<file path="src/rtl/tmr_pkg.sv">
package tmr_pkg;
  localparam int REG_ADDR_W = 2;
  localparam logic [REG_ADDR_W-1:0] ADDR_CMD    = 2'd0;
  localparam logic [REG_ADDR_W-1:0] ADDR_STATUS = 2'd1;
  localparam logic [REG_ADDR_W-1:0] ADDR_PRE    = 2'd2;
  localparam logic [REG_ADDR_W-1:0] ADDR_COUNT  = 2'd3;
  localparam int CMD_START_BIT = 0;
  localparam int CMD_STOP_BIT  = 1;

  typedef struct packed {
    logic loadPre;
    logic loadCount;
    logic start;
    logic stop;
  } tmrStrobe_t;
endpackage

</file>
<file path="src/rtl/tmr_ctrl.sv">
module tmr_ctrl
  import tmr_pkg::*;
(
  input  logic                  clk,
  input  logic                  rstN,
  input  logic                  busWe,
  input  logic [REG_ADDR_W-1:0] busAddr,
  input  logic                  cmdStart,
  input  logic                  cmdStop,
  input  logic                  expire,
  output logic                  running,
  output tmrStrobe_t            stb
);
  logic cmdWrite;

  always_comb begin
    cmdWrite      = busWe && (busAddr == ADDR_CMD);
    stb.start     = cmdWrite && cmdStart && !running;
    stb.stop      = cmdWrite && cmdStop && running;
    stb.loadPre   = busWe && (busAddr == ADDR_PRE) && !running;
    stb.loadCount = busWe && (busAddr == ADDR_COUNT) && !running;
  end

  always_ff @(posedge clk) begin
    if (!rstN)                  running <= 1'b0;
    else if (stb.start)         running <= 1'b1;
    else if (stb.stop || expire) running <= 1'b0;
  end

  // an accepted start leaves the timer running
  a_r3_start_sets: assert property (@(posedge clk) disable iff (!rstN)
    stb.start |=> running);
  // only a start can raise the run flag
  a_r6_idle_holds: assert property (@(posedge clk) disable iff (!rstN)
    (!running && !stb.start) |=> !running);
  // an accepted stop drops the run flag
  a_r5_stop_clears: assert property (@(posedge clk) disable iff (!rstN)
    stb.stop |=> !running);
endmodule

</file>
<file path="src/rtl/tmr_datapath.sv">
module tmr_datapath
  import tmr_pkg::*;
#(
  parameter int CNT_W = 32
) (
  input  logic             clk,
  input  logic             rstN,
  input  logic             running,
  input  tmrStrobe_t       stb,
  input  logic [CNT_W-1:0] wrData,
  output logic [CNT_W-1:0] preVal,
  output logic [CNT_W-1:0] cntVal,
  output logic             expire
);
  localparam logic [CNT_W-1:0] ONE = CNT_W'(1);

  logic [CNT_W-1:0] preCnt;
  logic             tick;

  always_comb begin
    tick   = running && (preCnt == '0) && (cntVal != '0);
    expire = running && ((cntVal == '0) || (tick && cntVal == ONE));
  end

  always_ff @(posedge clk) begin
    if (!rstN) begin
      preVal <= '0;
      preCnt <= '0;
      cntVal <= '0;
    end else begin
      if (stb.loadPre) preVal <= wrData;
      if (stb.start)        preCnt <= preVal;
      else if (running)     preCnt <= (preCnt == '0) ? preVal : preCnt - ONE;
      if (stb.loadCount)    cntVal <= wrData;
      else if (tick)        cntVal <= cntVal - ONE;
    end
  end

  // prescale value frozen during a run
  a_r9_pre_locked: assert property (@(posedge clk) disable iff (!rstN)
    running |=> $stable(preVal));
  // each tick removes exactly one from the count
  a_r7_dec_one: assert property (@(posedge clk) disable iff (!rstN)
    tick |=> (cntVal == $past(cntVal) - ONE));
  // count never wraps below zero
  a_r8_no_wrap: assert property (@(posedge clk) disable iff (!rstN)
    (running && cntVal == '0) |=> (cntVal == '0));
  // without a tick a running count does not move
  a_r9_count_locked: assert property (@(posedge clk) disable iff (!rstN)
    (running && !tick) |=> $stable(cntVal));
endmodule

</file>
<file path="src/rtl/prescaled_timer.sv">
module prescaled_timer
  import tmr_pkg::*;
(
  input  logic        clk,
  input  logic        rstN,
  input  logic        busWe,
  input  logic [1:0]  busAddr,
  input  logic [31:0] busWdata,
  output logic [31:0] busRdata
);
  localparam int DATA_W = 32;

  logic              running;
  logic              expire;
  tmrStrobe_t        stb;
  logic [DATA_W-1:0] preVal;
  logic [DATA_W-1:0] cntVal;

  tmr_ctrl ctrl_i (
    .clk      (clk),
    .rstN     (rstN),
    .busWe    (busWe),
    .busAddr  (busAddr),
    .cmdStart (busWdata[CMD_START_BIT]),
    .cmdStop  (busWdata[CMD_STOP_BIT]),
    .expire   (expire),
    .running  (running),
    .stb      (stb)
  );

  tmr_datapath #(.CNT_W(DATA_W)) dp_i (
    .clk     (clk),
    .rstN    (rstN),
    .running (running),
    .stb     (stb),
    .wrData  (busWdata),
    .preVal  (preVal),
    .cntVal  (cntVal),
    .expire  (expire)
  );

  always_comb begin
    unique case (busAddr)
      ADDR_CMD:    busRdata = '0;
      ADDR_STATUS: busRdata = {{(DATA_W-1){1'b0}}, running};
      ADDR_PRE:    busRdata = preVal;
      default:     busRdata = cntVal;
    endcase
  end

  // status upper bits are always zero
  a_r2_status_low: assert property (@(posedge clk) disable iff (!rstN)
    (busAddr == ADDR_STATUS) |-> (busRdata[DATA_W-1:1] == '0));
endmodule

</file>
<file path="config.mk">
export PLATFORM = sky130hd
export DESIGN_NAME = prescaled_timer
export DESIGN_NICKNAME = d
export VERILOG_FILES = /design/src/rtl/tmr_pkg.sv /design/src/rtl/tmr_ctrl.sv /design/src/rtl/tmr_datapath.sv /design/src/rtl/prescaled_timer.sv
export SDC_FILE = /design/constraint.sdc
export NUM_CORES = 1
export LEC_CHECK = 0
export ABC_AREA = 0
export BUFFER_PORTS_ARGS = -buffer_cell sky130_fd_sc_hd__buf_2
export CORE_ASPECT_RATIO = 1.25
export CORE_MARGIN = 10
export CORE_UTILIZATION = 31
export CTS_BUF_LIST = sky130_fd_sc_hd__clkbuf_4 sky130_fd_sc_hd__clkbuf_8 sky130_fd_sc_hd__clkbuf_16
export DETAILED_ROUTE_END_ITERATION = 8
export PLACE_DENSITY = 0.56
export SLEW_MARGIN = 20
export SYNTH_ARGS = -nofsm -noshare
export SYNTH_HDL_FRONTEND = slang
export SYNTH_SLANG_ARGS = --single-unit
</file>
<file path="constraint.sdc">
create_clock -name clk -period 2.8 [get_ports clk]
set_input_delay 0.28 -clock clk [delete_from_list [all_inputs] [get_ports clk]]
set_output_delay 0.28 -clock clk [all_outputs]
set_load 0.02 [all_outputs]
</file>
==> metrics.md, run 1 <==
| Metric | Value |
|---|---|
| CP top delay family | `simple AND/OR/NAND/NOR gates` |
| Unrepaired setup endpoints after global routing | `false` |
| Die Outline Area | `24400 sq um` |
| Start-to-end type of the worst setup path | `flop to flop` |
| Height of the die | `172 microns` |
| Hold-critical path depth | `3` |
| CP arrival | `2.87 ns` |
| Leakage dissipation | `2.76 nW` |
| CTS tree | `yes` |
| Post-synthesis instance area | `roughly 5700 sq um` |
| Final wirelength | `19200 microns` |
| Root buffer selected by CTS | `clkbuf_16` |
| Max H-tree Level | `3` |
| # IOs | `69` |
| Remaining Overflow, GRT | `0` |
| Number of diodes added for antenna fixing | `0` |
| Transition time at the pin with the least slew margin | `0.635 ns` |
| Worst path depth | `8` |
| Most used flip-flop cell after synthesis | `dfxtp_1` |
| Sequential-to-total area share from yosys stat | `0.338` |
| Worst setup skew after layout | `0.0114 ns` |
| Max Fclk | `0.382 GHz` |
| Final-report setup violation count | `0` |
| Count of cell types in the netlist | `64` |
| Worst Setup End Kind | `flop` |
| Area share of the leading cell type in the synthesized netlist | `0.338` |
| Number of optimization iterations in the first detailed-route pass | `5` |
| Maximum number of pins on one net before global-route repair | `36` |
| MaxCap Viol Count | `0` |
| Total GRT Usage | `0.156` |
| Number of DRC violations after detailed routing | `0` |
| Overall via count from detail_route | `5679` |
| Category of the worst setup path launch point | `flop` |
| Slowest stage cell on the critical path | `or4_1` |
| Synth top area cells | `dfxtp_1 (34%), mux2i_1 (9.1%), nand2_1 (8.4%), a21oi_1 (6.1%), nor2b_1 (4.1%)` |
| Worst Reg-to-Reg Cells | `8` |
| Async set-reset flop share out of synthesis | `0` |
| Most numerous cell on the critical path | `buf_4` |
| Buffers on Ports | `68` |
| Area of the core | `18200 sq um` |
| Critical path buffer and inverter count | `2` |
| Layout cell share with drive strength beyond 1 | `0.199` |
| Remaining number of nets flagged by the antenna check after routing | `0` |
| Number of nets in the final layout | `854` |
| Highest net fanout along the worst path | `10` |
| Post-synth EDFFs | `0` |
| Clock network latency to the later pin of the worst-skew pair | `0.35 ns` |
| Setup TNS | `0 ns` |
| Delay contributed by the slowest stage of the critical path | `about 0.60 ns` |
| Required arrival time at the worst endpoint | `3.06 ns` |
| Number of warning messages in the yosys log | `0` |
| Max IR drop VDD | `just over 700 uV` |
| Register clock-pin slew on the reported worst setup and hold paths | `0.07 ns` |
| GP Congestion | `0.834` |
| Global-route wire length before repair | `30800 microns` |
| Routed length per placed instance | `around 18 microns` |
| Crit path time final | `2.62 ns` |
| Inserted Clock Buffers | `9` |
| Number of storage elements in the synthesis netlist | `97` |
| Post-Synthesis Net Count | `777` |
| Number of antenna violations at the first check in global routing | `0` |
| Final cycle utilization of the critical path | `0.934` |
| Cell breakdown of the critical path | `or4_1, nor4_4, buf_4, nand3_2, buf_4, nand2_1, o21ai_0, a221oi_1` |
| Gate Count Post-Synth | `735` |
| Ratio of routed vias to standard cells | `about 5.4` |
| Maximum number of buffers from clock root to sink | `2` |
| Worst Hold Class | `primary input to flop` |
| Synth top cells by count | `nand2_1 (128), dfxtp_1 (97), a21oi_1 (70)` |
| Cts-stage hold buffer count | `0` |
| PwrDens | `1240 nW/um^2` |
| Detailed placer's ending HPWL | `14300 microns` |
| Final-report hold violation count | `0` |
| Starting utilization of the core area | `0.316` |
| Number of global-route vias before repair | `roughly 5600` |
| Die outline width | `142 microns` |
| Layout area overhead | `19.2%` |
| Average cell area after synthesis | `7.82 sq um` |
| Run status | `finished, final reports clean` |
| Library cell with the largest summed area after synthesis | `dfxtp_1` |
| Placement row count | `55` |
| Most used standard cell by instance count after synthesis | `nand2_1` |
| Worst max-slew margin expressed relative to the limit | `0.576` |
| Worst hold slack | `0.180 ns` |
| Number of sinks driven by the clock tree | `97` |
| Final slew viol count | `0` |
| Iteration-0 DRC count of the detailed router | `between 300 and 400` |
-- layout make-up --
cell class                      instances  area, sq um
Multi-Input combinational cell        578         3570
Tap cell                              228          285
Fill cell                            1957        11300
Timing Repair Buffer                  116          726
Clock inverter                          5         56.3
Sequential cell                        97         1940
Inverter                               10         37.5
Clock buffer                           10          239
-- worst min-delay path, cell delays in order --
cell     delay, ns
buf_2         0.10
nand2_1       0.05
a21oi_1       0.05
-- logic make-up (layout without fill, tap and decap cells) --
group           after synthesis  after routing  share of synthesized area
mux                          55             55                     0.0964
buf+inv                      60            141                     0.0455
fa+ha+maj                     5              5                     0.0109
xor+xnor                      5              5                    0.00762
simple gates                324            324                      0.293
flops                        97             97                      0.338
compound gates              189            189                      0.209
-- cell usage in the layout (no fill, tap or decap), drive strengths merged, types with 7 or more instances in the layout --
| cell type | netlist | layout |
|---|---|---|
| or4 | 11 | 11 |
| buf | 11 | 116 |
| dfxtp | 97 | 97 |
| mux2i | 52 | 52 |
| a221oi | 10 | 10 |
| nor2b | 38 | 38 |
| a21oi | 71 | 71 |
| or2 | 11 | 11 |
| nand3 | 25 | 25 |
| clkbuf | 39 | 10 |
| a22oi | 7 | 7 |
| o21ai | 23 | 23 |
| or3 | 14 | 14 |
| nor4 | 14 | 14 |
| o211ai | 8 | 8 |
| nor3 | 18 | 18 |
| a31oi | 19 | 19 |
| nand2 | 128 | 128 |
| nor2 | 31 | 31 |
| inv | 9 | 9 |
| o22ai | 17 | 17 |
-- path summary, 6_finish.rpt --
kind,slack [ns],endpoint,startpoint
min reg2reg,0.46,dp_i.preCnt[16],dp_i.preCnt[16]
min,0.18,dp_i.preVal[30],busWdata[30]
max reg2reg,0.18,dp_i.preCnt[15],dp_i.preCnt[25]
max,0.18,dp_i.preCnt[15],dp_i.preCnt[25]
-- power by group --
| group | leakage [nW] | internal [W] | switching [W] |
|---|---|---|---|
| Sequential | 0.788 | 0.00157 | 0.000220 |
| Clock | 0.144 | 0.000711 | 0.000559 |
| Combinational | 1.83 | 0.00230 | 0.00314 |
| Total | 2.76 | 0.00459 | 0.00392 |
-- flip-flops by register name, indices dropped and copies added (netlist names) --
signal,flops
ctrl_i.running,1
dp_i.cntVal,32
dp_i.preCnt,32
dp_i.preVal,32
-- metrics by stage --
stage | total power, W | utilization | cells | instance area, sq um | setup WS [ns]
4_1_cts | 0.00848 | 0.376 | 1043 | 6830 | 0.142
3_3_place_gp | 0.00719 | 0.359 | 1028 | 6530 | 0.175
5_1_grt | 0.00921 | 0.377 | 1044 | 6850 | 0.0135
6_report | 0.00851 | 0.377 | 1044 | 6850 | 0.185
2_1_floorplan | 0.00567 | - | 735 | 5750 | 0.427
3_5_place_dp | 0.00718 | 0.359 | 1028 | 6530 | 0.169
-- per-layer routing --
metal,GRT usage,up-vias,share of wire
met5,0,-,0
met4,0.0516,0,0.020
met2,0.265,125,0.50
met1,0.199,2705,0.45
li1,-,2830,-
met3,0.0206,19,0.035
-- what timing repair did --
action,in CTS,in global routing
setup buffers,0,1
setup endpoints to repair,0,5
resized for setup,0,4
(Power assumes the default switching activity.)
==> inputs of run 2 (changes only) <==
--- a/config.mk
+++ b/config.mk
@@ -5,14 +5,15 @@
 export SDC_FILE = /design/constraint.sdc
 export NUM_CORES = 1
 export LEC_CHECK = 0
-export ABC_AREA = 0
+export ABC_AREA = 1
+export ABC_CLOCK_PERIOD_IN_PS = 2800
 export BUFFER_PORTS_ARGS = -buffer_cell sky130_fd_sc_hd__buf_2
 export CORE_ASPECT_RATIO = 1.25
 export CORE_MARGIN = 10
 export CORE_UTILIZATION = 31
-export CTS_BUF_LIST = sky130_fd_sc_hd__clkbuf_4 sky130_fd_sc_hd__clkbuf_8 sky130_fd_sc_hd__clkbuf_16
+export CTS_BUF_LIST = sky130_fd_sc_hd__clkbuf_8 sky130_fd_sc_hd__clkbuf_16
 export DETAILED_ROUTE_END_ITERATION = 8
-export PLACE_DENSITY = 0.56
+export PLACE_DENSITY = 0.55
 export SLEW_MARGIN = 20
 export SYNTH_ARGS = -nofsm -noshare
 export SYNTH_HDL_FRONTEND = slang
==> run 2 against run 1 <==
Effect of this change:
- via count up 23%
- area after synthesis up 13%
- global-route usage up 1.1 points
- critical path depth up 4
- critical path type unchanged
- register-to-register slack better by 0.36 ns
- flip-flop and latch count unchanged
- clock power about the same
- final area up 6.8%
- sequential share of layout area down 1.8 points
- power down 23%
- non-clock buffer count down 39
==> metrics.md, run 2 <==
| Metric | Value |
|---|---|
| Largest registers ranked by flip-flop count | `dp_i.cntVal x32, dp_i.preCnt x32, dp_i.preVal x32` |
| Number of diodes added for antenna fixing | `0` |
| Max Fclk | `0.443 GHz` |
| Layout area overhead | `12.9%` |
| Layout cell share with drive strength beyond 1 | `0.112` |
| PwrDens | `about 900 nW/um^2` |
| Start-to-end type of the worst setup path | `flop to flop` |
| Final wirelength | `22800 microns` |
| Count of cell types in the netlist | `35` |
| Worst setup path startpoint | `dp_i.preCnt[0]` |
| Synth top cells by count | `nand2_1 (323), nor2_1 (164), inv_1 (110)` |
| Leakage dissipation | `3.48 nW` |
| Xor and xnor fraction of the mapped netlist area | `0.0284` |
| Number of nets in the final layout | `1181` |
| CP top delay family | `simple AND/OR/NAND/NOR gates` |
| Ratio of routed vias to standard cells | `4.92` |
| Worst Slack Setup Final | `0.541 ns` |
| Overall via count from detail_route | `6978` |
| Cts-stage hold buffer count | `0` |
| Average cell area after synthesis | `5.92 sq um` |
| Height of the die | `around 180 microns` |
| Transition time at the pin with the least slew margin | `0.900 ns` |
| Post-Synth Adder-Cell Area | `0.00965` |
| Remaining number of nets flagged by the antenna check after routing | `0` |
| Slowest stage cell on the critical path | `nand2_2` |
| Sequential-to-total area share from yosys stat | `0.300` |
| Starting utilization of the core area | `0.314` |
| Number of warning messages in the yosys log | `0` |
| Final-report setup violation count | `0` |
| Highest net fanout along the worst path | `21` |
| Worst setup skew after layout | `0.0110 ns` |
| Most common library cell in the layout ignoring fill and taps | `nand2_1` |
| NetSw | `0.00322 W` |
| Required arrival time at the worst endpoint | `approximately 3.0 ns` |
| Maximum number of buffers from clock root to sink | `2` |
| GP Congestion | `between 0.9 and 1` |
| Main combinational cell family by area after synthesis | `simple AND/OR/NAND/NOR gates` |
| FF+latch area | `between 1500 and 2000 sq um` |
| Worst Hold Class | `primary input to flop` |
| Root buffer selected by CTS | `clkbuf_16` |
| Maximum number of pins on one net before global-route repair | `57` |
| Worst max-slew margin expressed relative to the limit | `0.399` |
| Post-synth EDFFs | `0` |
| Most used flip-flop cell after synthesis | `dfxtp_1` |
| Worst Reg-to-Reg Cells | `12` |
| Final-report hold violation count | `0` |
| Iteration-0 DRC count of the detailed router | `513` |
| Reg power frac | `0.255` |
| Combinational fraction of design power | `0.551` |
| Worst setup slack for register-to-register paths | `0.54 ns` |
| Number of global-route vias before repair | `6782` |
| Global-route wire length before repair | `36200 microns` |
| Post-CTS setup-driven buffer insertion count | `0` |
| Crit path time final | `about 2.3 ns` |
| Area of the multi-input gates | `approximately 3900 sq um` |
| Number of antenna violations at the first check in global routing | `0` |
| Delay contributed by the slowest stage of the critical path | `0.37 ns` |
| Number of placed instances with taps included | `1402` |
| Die outline width | `149 microns` |
| Clock network latency to the later pin of the worst-skew pair | `~0.35 ns` |
| Post-synthesis compound-gate area fraction | `0.158` |
| Total GRT Usage | `0.167` |
| Most used cells in the layout excluding fill and tap cells | `nand2_1 (323), nor2_1 (164), inv_1 (110)` |
| Post-Synthesis Net Count | `roughly 1100` |
| Remaining Overflow, GRT | `0` |
| Area of the core | `20700 sq um` |
| CP arrival | `2.46 ns` |
| Die Outline Area | `27100 sq um` |
| Endpoint of the most critical register-to-register path | `dp_i.preCnt[4]` |
| Number of gates given a new drive strength after cts | `0` |
| Gate Count Post-Synth | `~1100` |
| Cell internal power dissipation | `0.00336 W` |
| Library cell with the largest summed area after synthesis | `dfxtp_1` |
| MaxCap Viol Count | `0` |
| Final slew viol count | `0` |
| Most used standard cell by instance count after synthesis | `nand2_1` |
| Max IR drop VDD | `343 uV` |
| Area share of the leading cell type in the synthesized netlist | `0.300` |
| Max H-tree Level | `3` |
| Worst Setup End Kind | `flop` |
| Buffers on Ports | `68` |
| Run status | `finished, final reports clean` |
| Register clock-pin slew on the reported worst setup and hold paths | `0.07 ns` |
| Final cycle utilization of the critical path | `0.807` |
| End point of the critical path | `dp_i.preCnt[4]` |
| Layout filler cell count | `2406` |
| Critical path buffer and inverter count | `3` |
| Worst hold slack | `roughly 0.19 ns` |
| Setup TNS | `0 ns` |
| Net Sw Frac | `0.490` |
| Clock Power Share | `0.194` |
| Number of optimization iterations in the first detailed-route pass | `7` |
| # IOs | `just under 70` |
| Cell breakdown of the critical path | `inv_1, ha_1, inv_1, nor2_1, nand2_1, nor2_1, nand4_2, nand2_2, buf_4, a21oi_1, nand2_1, a21oi_1` |
| Routed length per placed instance | `16.1 microns` |
| Worst path depth | `12` |
| Placement row count | `59` |
| Origin of the critical flop-to-flop path | `dp_i.preCnt[0]` |
| Detailed placer's ending HPWL | `17800 microns` |
| Inserted Clock Buffers | `9` |
| Synth top area cells | `dfxtp_1 (30%), nand2_1 (19%), nor2_1 (9.5%), a21oi_1 (6.8%), inv_1 (6.4%)` |
| CTS tree | `yes` |
| Number of storage elements in the synthesis netlist | `97` |
| Number of DRC violations after detailed routing | `0` |
| Multiplexer share of the synthesized area | `0` |
| Non-filler cells, final | `1418` |
| Unrepaired setup endpoints after global routing | `false` |
| Placement-stage worst setup slack | `0.559 ns` |
| Number of sinks driven by the clock tree | `97` |
| Async set-reset flop share out of synthesis | `0` |
| Category of the worst setup path launch point | `flop` |
| Post-synthesis instance area | `6480 sq um` |
| Share of synthesized cell area in and, or, nand and nor gates | `0.400` |
| Post-route core utilization | `0.354` |
run 2: worst min-delay path, stage by stage:
cell	delay [ns]
buf_2	0.09
nor2_1	0.05
nor2_1	0.09
run 2: area by class of cell:
type                       count  area share
clock inverter                 7     0.00958
sequential                    97       0.265
clock buffer                   9      0.0308
multi-input combinational    832       0.529
inverter                     122      0.0629
timing repair buffer          77      0.0557
tap                          274      0.0469
run 2: cells by family after synthesis:
logic type	after synthesis
fa+ha+maj	5
simple gates	611
compound gates	195
buf+inv	165
flops	97
xor+xnor	21
run 2: stage by stage:
step / power (W) / instance area, sq um
global placement: 0.00530 / 7020
CTS: 0.00661 / 7320
detailed placement: 0.00531 / 7020
global route: 0.00718 / 7320
floorplan: 0.00442 / 6480
finish: 0.00658 / 7320
run 2: worst min-delay path by stage:
| stage | start | to | slack (ns) | cells after the start |
|---|---|---|---|---|
| after floorplan | busWdata[0] | dp_i.preVal[0] | 0.41 | 2 |
| after global placement | dp_i.preVal[27] | dp_i.preVal[27] | 0.46 | 2 |
| after detailed placement | dp_i.preVal[27] | dp_i.preVal[27] | 0.46 | 2 |
| after CTS | busWdata[2] | dp_i.preVal[2] | 0.18 | 3 |
| after global routing | busWdata[2] | dp_i.preVal[2] | 0.19 | 3 |
| final | busWdata[2] | dp_i.preVal[2] | 0.19 | 3 |
run 2: power by group through the flow:
| stage | clock network [W] | logic [W] | registers [W] |
|---|---|---|---|
| floorplan | 0 | 0.00277 | 0.00165 |
| global placement | 0 | 0.00359 | 0.00170 |
| detailed placement | 0 | 0.00361 | 0.00170 |
| CTS | 0.00131 | 0.00363 | 0.00167 |
| global route | 0.00136 | 0.00413 | 0.00169 |
| finish | 0.00128 | 0.00363 | 0.00168 |
run 2: layer usage:
layer / track usage / routed length, microns / up-vias
met5: 0 / 0 / -
met4: 0.0794 / 866 / 0
met1: 0.197 / 9850 / 3182
li1: - / - / 3601
met3: 0.0226 / 714 / 40
met2: 0.291 / 11400 / 155
==> inputs of run 3 (changes only) <==
--- a/config.mk
+++ b/config.mk
@@ -6,14 +6,14 @@
 export NUM_CORES = 1
 export LEC_CHECK = 0
 export ABC_AREA = 1
-export ABC_CLOCK_PERIOD_IN_PS = 2800
+export ABC_CLOCK_PERIOD_IN_PS = 1860
 export BUFFER_PORTS_ARGS = -buffer_cell sky130_fd_sc_hd__buf_2
 export CORE_ASPECT_RATIO = 1.25
 export CORE_MARGIN = 10
 export CORE_UTILIZATION = 31
 export CTS_BUF_LIST = sky130_fd_sc_hd__clkbuf_8 sky130_fd_sc_hd__clkbuf_16
 export DETAILED_ROUTE_END_ITERATION = 8
-export PLACE_DENSITY = 0.55
+export PLACE_DENSITY = 0.57
 export SLEW_MARGIN = 20
 export SYNTH_ARGS = -nofsm -noshare
 export SYNTH_HDL_FRONTEND = slang
==> constraint.sdc (replaced) <==
create_clock -name clk -period 1.86 [get_ports clk]
set_input_delay 0.186 -clock clk [delete_from_list [all_inputs] [get_ports clk]]
set_output_delay 0.186 -clock clk [all_outputs]
set_load 0.02 [all_outputs]
==> run 3 against run 2 <==
Effect of this change:
- global-route usage up 0.82 points
- sequential power up 45%
- sequential share of layout area is 3.8 points lower
- worst setup slack got worse by 0.46 ns
- clock skew is 0.0037 ns lower
- highest routed layer unchanged
- first-iteration DRC count grew 0.78%
==> metrics.md, run 3 (synthesis gave the netlist of run 2 again) <==
| Metric | Value |
|---|---|
| Worst Slack Setup Final | `between 0.07 and 0.08 ns` |
| Total GRT Usage | `0.176` |
| CP top delay family | `simple AND/OR/NAND/NOR gates` |
| Worst setup skew after layout | `0.00733 ns` |
| Height of the die | `182 microns` |
| Final wirelength | `24600 microns` |
| Worst Reg-to-Reg Cells | `14` |
| Number of diodes added for antenna fixing | `0` |
| Area of the core | `around 21000 sq um` |
| Number of global-route vias before repair | `7172` |
| CP arrival | `2.10 ns` |
| Largest registers ranked by flip-flop count | `dp_i.cntVal x32, dp_i.preCnt x32, dp_i.preVal x32` |
| Leakage dissipation | `4.15 nW` |
| Starting utilization of the core area | `0.314` |
| Final cycle utilization of the critical path | `0.959` |
| Clock network latency to the later pin of the worst-skew pair | `0.36 ns` |
| Worst hold slack | `0.0673 ns` |
| Inserted Clock Buffers | `9` |
| Final standard cell area without fillers | `about 8500 sq um` |
| Transition time at the pin with the least slew margin | `0.515 ns` |
| Number of sinks driven by the clock tree | `97` |
| Start-to-end type of the worst setup path | `flop to flop` |
| Setup TNS | `0 ns` |
| Unrepaired setup endpoints after global routing | `true` |
| Global-route wire length before repair | `37600 microns` |
| Die Outline Area | `27100 sq um` |
| GP Congestion | `~0.95` |
| Cts-stage hold buffer count | `0` |
| Worst Hold Class | `primary input to flop` |
| Max Fclk | `0.560 GHz` |
| Number of DRC violations after detailed routing | `0` |
| Final slew viol count | `0` |
| Layout area overhead | `31.8%` |
| # IOs | `a little under 70` |
| Maximum number of buffers from clock root to sink | `2` |
| Crit path time final | `1.78 ns` |
| Most common library cell in the layout ignoring fill and taps | `nand2_1` |
| Placement row count | `59` |
| Highest net fanout along the worst path | `6` |
| Critical path buffer and inverter count | `5` |
| Number of antenna violations at the first check in global routing | `0` |
| Overall via count from detail_route | `7466` |
| Cell breakdown of the critical path | `inv_2, ha_4, inv_1, nor2_2, nand2_2, nor2_4, buf_4, nand4_1, nor2_2, buf_6, nand2_1, nand3_1, nand2_1, inv_1` |
| Root buffer selected by CTS | `clkbuf_16` |
| Remaining number of nets flagged by the antenna check after routing | `0` |
| Final-report setup violation count | `0` |
| Ratio of routed vias to standard cells | `~4.8` |
| Remaining Overflow, GRT | `0` |
| Run status | `finished, final reports clean` |
| Detailed placer's ending HPWL | `18700 microns` |
| Routed length per placed instance | `16.0 microns` |
| MaxCap Viol Count | `0` |
| Most used cells in the layout excluding fill and tap cells | `nand2_1 (312), nor2_1 (141), buf_4 (121)` |
| Max IR drop VDD | `605 uV` |
| Layout cell share with drive strength beyond 1 | `0.232` |
| Buffers on Ports | `68` |
| Iteration-0 DRC count of the detailed router | `517` |
| Final-report hold violation count | `0` |
| Worst max-slew margin expressed relative to the limit | `0.655` |
| PwrDens | `1420 nW/um^2` |
| Category of the worst setup path launch point | `flop` |
| Maximum number of pins on one net before global-route repair | `43` |
| Number of optimization iterations in the first detailed-route pass | `5` |
| Total placed instance area | `7930 sq um` |
| CTS tree | `yes` |
| Slowest stage cell on the critical path | `dfxtp_2` |
| Hold-critical path depth | `3` |
| Number of nets in the final layout | `1303` |
| Worst path depth | `14` |
| Die outline width | `roughly 150 microns` |
| Delay contributed by the slowest stage of the critical path | `between 0.3 and 0.4 ns` |
| Required arrival time at the worst endpoint | `2.17 ns` |
| Register clock-pin slew on the reported worst setup and hold paths | `approximately 0.070 ns` |
| Max H-tree Level | `3` |
| Placement-stage worst setup slack | `-0.357 ns` |
| Worst Setup End Kind | `flop` |
[run 3: metrics by stage]
stage | std cells | utilization | total power, W
2_1_floorplan | 1094 | - | 0.00666
3_3_place_gp | 1518 | 0.384 | 0.00913
3_5_place_dp | 1518 | 0.384 | 0.00916
4_1_cts | 1534 | 0.399 | 0.0112
5_1_grt | 1540 | 0.413 | 0.0130
6_report | 1540 | 0.413 | 0.0121
[run 3: final cells by class]
cell class / count / area (sq um)
clock buffers: 13 / 280
flip-flops and latches: 97 / 1940
clock inverters: 3 / 21.3
fillers: 2283 / 12100
multi-input cells: 833 / 4060
well taps: 274 / 343
inverters: 122 / 470
repair buffers: 198 / 1420
[run 3: worst paths after layout]
kind | from | endpoint | slack [ns]
max | dp_i.preCnt[0] | dp_i.cntVal[31] | 0.08
min | busWdata[2] | dp_i.preVal[2] | 0.07
max reg2reg | dp_i.preCnt[0] | dp_i.cntVal[31] | 0.08
min reg2reg | dp_i.preVal[10] | dp_i.preVal[10] | 0.48
[run 3: routing by layer]
metal / up-vias / global-route usage / wire, microns / share of wire
li1: 3849 / - / - / -
met1: 3389 / 0.197 / 9940 / 0.40
met2: 175 / 0.322 / 12900 / 0.52
met3: 53 / 0.0266 / 890 / 0.036
met4: 0 / 0.0680 / 866 / 0.035
met5: - / 0 / 0 / 0
[run 3: worst reg2reg max path, delay by kind of cell, from the launching register on]
kind,cells,cell delay (ns)
adder cells (fa/ha/maj),1,0.14
AND/OR/NAND/NOR,8,0.82
buffers and inverters,5,0.44
flip-flops,1,0.33
[run 3: what timing repair did]
action / 4_1_cts / 5_1_grt
setup endpoints to repair: 32 / 63
gates cloned: 0 / 4
hold endpoints to repair: 0 / 0
resized for setup: 4 / 64
buffers inserted: 0 / 3
pin swaps: 1 / 13
[run 3: report_power, final]
group	internal (W)	switching [W]	total [W]
combinational	0.00315	0.00459	0.00774
sequential	0.00228	0.000150	0.00243
clock	0.00106	0.000902	0.00196
